===== src/rtl/fse_pkg.sv =====
package fse_pkg;
   localparam int NUM_PI   = 5;
   localparam int NUM_NETS = 9;
   localparam int NUM_FAULT_LANES = 2 * NUM_NETS + 1;

   typedef enum int {
      NET_A = 0, NET_B = 1, NET_C = 2, NET_D = 3, NET_E = 4,
      NET_F = 5, NET_G = 6, NET_H = 7, NET_I = 8
   } net_e;

   function automatic int sa0_lane(int net);
      return 2 * net + 1;
   endfunction

   function automatic int sa1_lane(int net);
      return 2 * net + 2;
   endfunction
endpackage


===== src/rtl/fse_fault_masks.sv =====
module fse_fault_masks #(
   parameter int WORD_W    = 32,
   parameter bit FAULTS_EN = 1'b1
) (
   output logic [fse_pkg::NUM_NETS-1:0][WORD_W-1:0] and_m,
   output logic [fse_pkg::NUM_NETS-1:0][WORD_W-1:0] or_m
);
   localparam logic [WORD_W-1:0] ONE = {{(WORD_W-1){1'b0}}, 1'b1};

   for (genvar k = 0; k < fse_pkg::NUM_NETS; k++) begin : g_net
      if (FAULTS_EN) begin : g_inject
         assign and_m[k] = ~(ONE << fse_pkg::sa0_lane(k));
         assign or_m[k]  =  (ONE << fse_pkg::sa1_lane(k));
      end else begin : g_neutral
         assign and_m[k] = '1;
         assign or_m[k]  = '0;
      end
   end
endmodule


===== src/rtl/fse_lane_eval.sv =====
module fse_lane_eval #(
   parameter int WORD_W = 32
) (
   input  logic [fse_pkg::NUM_PI-1:0]                vec,
   input  logic [fse_pkg::NUM_NETS-1:0][WORD_W-1:0]  and_m,
   input  logic [fse_pkg::NUM_NETS-1:0][WORD_W-1:0]  or_m,
   output logic [WORD_W-1:0]                         i_word
);
   import fse_pkg::*;

   logic [NUM_PI-1:0][WORD_W-1:0]   pi_raw;
   logic [NUM_NETS-1:0][WORD_W-1:0] net;

   for (genvar p = 0; p < NUM_PI; p++) begin : g_pi
      assign pi_raw[p] = {WORD_W{vec[NUM_PI-1-p]}};
      assign net[p]    = (pi_raw[p] & and_m[p]) | or_m[p];
   end

   assign net[NET_F] = ((net[NET_B] & net[NET_C]) & and_m[NET_F]) | or_m[NET_F];
   assign net[NET_G] = (~(net[NET_D] | net[NET_E]) & and_m[NET_G]) | or_m[NET_G];
   assign net[NET_H] = (~(net[NET_F] & net[NET_G]) & and_m[NET_H]) | or_m[NET_H];
   assign net[NET_I] = ((net[NET_A] | net[NET_H]) & and_m[NET_I]) | or_m[NET_I];

   assign i_word = net[NET_I];
endmodule


===== src/rtl/fse_result_reg.sv =====
module fse_result_reg #(
   parameter int WORD_W = 32
) (
   input  logic              clk,
   input  logic              rst_n,
   input  logic              vec_valid,
   input  logic              cov_clear,
   input  logic [WORD_W-1:0] word_in,
   output logic              out_valid,
   output logic [WORD_W-1:0] word_q,
   output logic [WORD_W-1:0] det_q,
   output logic [WORD_W-1:0] cov_q
);
   logic [WORD_W-1:0] det_new;
   logic [WORD_W-1:0] cov_base;

   assign det_new  = word_in ^ {WORD_W{word_in[0]}};
   assign cov_base = cov_clear ? '0 : cov_q;

   always_ff @(posedge clk) begin
      if (!rst_n) begin
         out_valid <= 1'b0;
         word_q    <= '0;
         det_q     <= '0;
         cov_q     <= '0;
      end else begin
         out_valid <= vec_valid;
         if (vec_valid) begin
            word_q <= word_in;
            det_q  <= det_new;
         end
         cov_q <= cov_base | (vec_valid ? det_new : '0);
      end
   end

   AST_VALID_FOLLOWS: assert property (@(posedge clk) disable iff (!rst_n)
      vec_valid |=> out_valid);
   AST_IDLE_HOLD: assert property (@(posedge clk) disable iff (!rst_n)
      !vec_valid |=> (!out_valid && $stable(word_q) && $stable(det_q)));
   AST_COV_MONOTONIC: assert property (@(posedge clk) disable iff (!rst_n)
      !cov_clear |=> ((cov_q & $past(cov_q)) == $past(cov_q)));
   AST_DET_IN_COV: assert property (@(posedge clk) disable iff (!rst_n)
      out_valid |-> ((det_q & ~cov_q) == '0));
   AST_CLEAR_EMPTIES: assert property (@(posedge clk) disable iff (!rst_n)
      (cov_clear && !vec_valid) |=> (cov_q == '0));
endmodule


===== src/rtl/fault_sim_eval.sv =====
module fault_sim_eval #(
   parameter int WORD_W    = 32,
   parameter bit FAULTS_EN = 1'b1
) (
   input  logic              clk,
   input  logic              rst_n,
   input  logic              vec_valid,
   input  logic [4:0]        vec_in,
   input  logic              cov_clear,
   output logic              out_valid,
   output logic [WORD_W-1:0] out_word,
   output logic [WORD_W-1:0] det_mask,
   output logic [WORD_W-1:0] cov_mask
);
   localparam int NUM_LANES = fse_pkg::NUM_FAULT_LANES;

   if (WORD_W < NUM_LANES) begin : g_bad_width
      $error("fault_sim_eval: WORD_W must hold every fault lane");
   end

   logic [fse_pkg::NUM_NETS-1:0][WORD_W-1:0] and_m;
   logic [fse_pkg::NUM_NETS-1:0][WORD_W-1:0] or_m;
   logic [WORD_W-1:0]                        lane_word;

   fse_fault_masks #(.WORD_W(WORD_W), .FAULTS_EN(FAULTS_EN)) masks_i (
      .and_m (and_m),
      .or_m  (or_m)
   );

   fse_lane_eval #(.WORD_W(WORD_W)) eval_i (
      .vec    (vec_in),
      .and_m  (and_m),
      .or_m   (or_m),
      .i_word (lane_word)
   );

   fse_result_reg #(.WORD_W(WORD_W)) res_i (
      .clk       (clk),
      .rst_n     (rst_n),
      .vec_valid (vec_valid),
      .cov_clear (cov_clear),
      .word_in   (lane_word),
      .out_valid (out_valid),
      .word_q    (out_word),
      .det_q     (det_mask),
      .cov_q     (cov_mask)
   );

   if (WORD_W > NUM_LANES) begin : g_pad_chk
      AST_PAD_LANES_GOOD: assert property (@(posedge clk) disable iff (!rst_n)
         out_valid |-> (out_word[WORD_W-1:NUM_LANES] == {(WORD_W-NUM_LANES){out_word[0]}}));
      AST_PAD_NO_DETECT: assert property (@(posedge clk) disable iff (!rst_n)
         out_valid |-> (det_mask[WORD_W-1:NUM_LANES] == '0));
   end
endmodule


===== config.mk =====
export PLATFORM = sky130hd
export DESIGN_NAME = fault_sim_eval
export DESIGN_NICKNAME = d
export VERILOG_FILES = /design/src/rtl/fse_pkg.sv /design/src/rtl/fse_fault_masks.sv /design/src/rtl/fse_lane_eval.sv /design/src/rtl/fse_result_reg.sv /design/src/rtl/fault_sim_eval.sv
export SDC_FILE = /design/constraint.sdc
export NUM_CORES = 1
export LEC_CHECK = 0
export BUFFER_PORTS_ARGS = -buffer_cell sky130_fd_sc_hd__buf_2
export CORE_MARGIN = 2
export CORE_UTILIZATION = 28
export CTS_CLUSTER_SIZE = 25
export DETAILED_ROUTE_END_ITERATION = 6
export PLACE_DENSITY_LB_ADDON = 0.25
export SKIP_LAST_GASP = 1
export SYNTH_ARGS = -nofsm -noshare
export SYNTH_HDL_FRONTEND = slang
export SYNTH_HIERARCHICAL = 1
export SYNTH_SLANG_ARGS = --single-unit

===== constraint.sdc =====
create_clock -name clk -period 5.1 [get_ports clk]
set_clock_uncertainty 0.1 [all_clocks]
set_input_delay 0.765 -clock clk [delete_from_list [all_inputs] [get_ports clk]]
set_output_delay 0.765 -clock clk [all_outputs]
set_load 0.02 [all_outputs]

==> impl_metrics.tcl <==
set metrics [dict create \
    grt_max_degree 53 \
    timing.final.crit_share 0.623 \
    overflow 0 \
    reg2reg_to "res_i/det_q[26]$_SDFFE_PN0P_" \
    syn_to_final_growth_pct -9.42 \
    async_reset_ff_frac 0 \
    tns_ns 0 \
    die_width_um 198 \
    firstDrtPassIters 4 \
    clk_latency_ns 0.36 \
    r2r-start "res_i/det_q[26]$_SDFFE_PN0P_" \
    crit_arrival_ns 3.31 \
    cts.repair.resized 0 \
    max_freq_ghz 0.314 \
    power_frac_clock 0.346 \
    r2r_cells 2 \
    cts.sinks 95 \
    drc_errors 0 \
    synth.distinct_cells 24 \
    yosys_warnings 6 \
    design_area_um2 9580 \
    r2r_setup_slack_ns 4.31 \
    synth-seq-cells 95 \
    start_util 0.283 \
    syn-instance-count 1294 \
    hold_violations 0 \
    vias 6127 \
    placed_cell_area_um2 9280 \
    port_buffers 103 \
    status "completed" \
    rows 71 \
    wl_met2_um 8510 \
    grt_antenna_before_repair 0 \
    synth_most_common_cell "buf_4" \
    ir_worst_vdd_v 0.000180 \
    synth_top_area_share 0.413 \
    seqPwrFrac 0.404 \
    p_leak_nw 5.05 \
    cts_setup_buffers 0 \
    clkTransAtPathRegs_ns 0.07 \
    highest_layer "met4" \
    period_needed_ns 3.18 \
    drive_gt1_frac 0.112 \
    max_slew_margin 0.236 \
    wl_met3_um 868 \
    grt_first_pass_wirelength_um 30000 \
    routed_via_density 3.26 \
    worstPathMaxFanout 32 \
    avgSynthCellArea_um2 8.17 \
    gp_congestion 0.701 \
    finalMaxSlewViolations 0 \
    first_iter_violations 183 \
    synth_commonest_cells "buf_4 (581), dfxtp_1 (95), a21o_1 (64), nor2b_1 (64), nand3b_1 (63)" \
    design.core.area_um2 37400 \
    p_sw_frac 0.335 \
    yosys-top-cells-area "buf_4 (41%), dfxtp_1 (18%), a21o_1 (4.5%)" \
    track_usage 0.0984 \
    holdPathStages 2 \
    drt-met1-wl_um 9040 \
    cts_tree "done" \
    yosys_most_used_dff "dfxtp_1" \
    place_ws_ns 1.46 \
    worst_pin_slew_ns 1.15 \
    grt_pass1_vias 5675 \
    required_ns 5.23 \
    fin_nets 1374 \
    synthesis.area_um2 10600 \
    p_total_mw 2.07 \
    synth_area_leader_cell "buf_4" \
    detail-route-antenna-nets 0 \
    die_h_um 198 \
    drt-total-wl_um 18600 \
    holdPathEnd "res_i/cov_q[30]$_SDFF_PN0_" \
    start_kind "input pin" \
    worst_slack_ns 1.92 \
    cts_root_buf "clkbuf_16" \
    critPathKind "in -> reg" \
    powerDensity_nw_per_um2 216 \
    cts_buffers 9 \
    hpwl_um 12900 \
    yosysSeqAreaShare 0.180 \
    hold_start "res_i/cov_q[30]$_SDFF_PN0_" \
    io_pins 106 \
    fin_util 0.256 \
    p_int_mw 1.38 \
    wl_per_cell_um 9.88 \
    setup_viol 0 \
    htreeDepth 3 \
    drv_cap 0 \
    n_antenna_cell 0 \
    postCtsHoldBufs 0 \
    cp-end-kind "flip-flop" \
    hold_class "reg -> reg" \
    cts_max_path_buffers 2 \
    rsz0062_at_grt "no" \
    dieArea_um2 39300 \
    synth_edf_count 0 \
    p_switching_mw 0.695 \
    p_comb_frac 0.250 \
]
layout make-up:
cell class	count	area, um2
well taps	511	639
clock inverters	5	66.3
fillers	4145	27800
repair buffers	108	556
clock buffers	11	233
multi-input cells	1150	6180
flip-flops and latches	95	1900
inverters	1	3.75
state kept, by name, summed over array words and instances, names as in the netlist:
register         flops
res_i/cov_q         31
res_i/out_valid      1
res_i/word_q        32
res_i/det_q         31
how the worst max path moves through the flow:
stage,end,start,slack [ns]
final,res_i/cov_q[20]$_SDFF_PN0_,vec_in[4],1.92
after CTS,res_i/det_q[31]$_SDFFE_PN0P_,vec_in[4],1.85
after global routing,res_i/det_q[20]$_SDFFE_PN0P_,vec_in[4],1.67
after global placement,res_i/det_q[31]$_SDFFE_PN0P_,vec_in[4],1.46
after detailed placement,res_i/det_q[31]$_SDFFE_PN0P_,vec_in[4],1.46
after floorplan,res_i/cov_q[20]$_SDFF_PN0_,vec_in[4],2.73
per-stage QoR:
step	cells	hold slack [ns]
4_1_cts	1881	0.389
6_report	1881	0.387
3_5_place_dp	1865	0.368
5_1_grt	1881	0.415
3_3_place_gp	1865	0.368
2_1_floorplan	1869	0.460
worst max-delay path, stage by stage:
cell and delay [ns]:
buf_2 0.41, a211oi_2 0.28, nor2b_1 0.06, or4_2 1.21
xnor2_1 0.42, o21ai_0 0.13
per-layer routing:
layer,GRT usage,vias up
li1,-,3455
met2,0.166,78
met4,0.0251,0
met1,0.124,2582
met3,0.0262,12
met5,0,-
kinds of logic after synthesis:
group / share of synthesized area
compound gates: 0.195
xor+xnor: 0.0257
buf+inv: 0.440
flops: 0.180
mux: 0.0303
other cells: 0.00107
simple gates: 0.128
cells in the final DEF, fill, tap and decap left out, drive strengths merged:
cell type,n
mux2i,32
clkinvlp,1
xnor2,31
nand2,33
clkinv,1
conb,578
nor2b,64
dfxtp,95
buf,108
clkbuf,11
bufinv,1
nor2,32
a311oi,32
o21ai,62
inv,3
a22oi,32
a21o,64
or4,32
a31oi,32
nand3b,63
a211oi,32
a21oi,31
power by group through the flow:
stage	combinational (mW)	clock [mW]	sequential, mW
floorplan	0.639	0	0.922
global placement	0.510	0	0.854
detailed placement	0.513	0	0.854
CTS	0.514	0.749	0.838
global route	0.595	0.774	0.844
finish	0.518	0.717	0.836
Power figures use the tool's default switching activity.
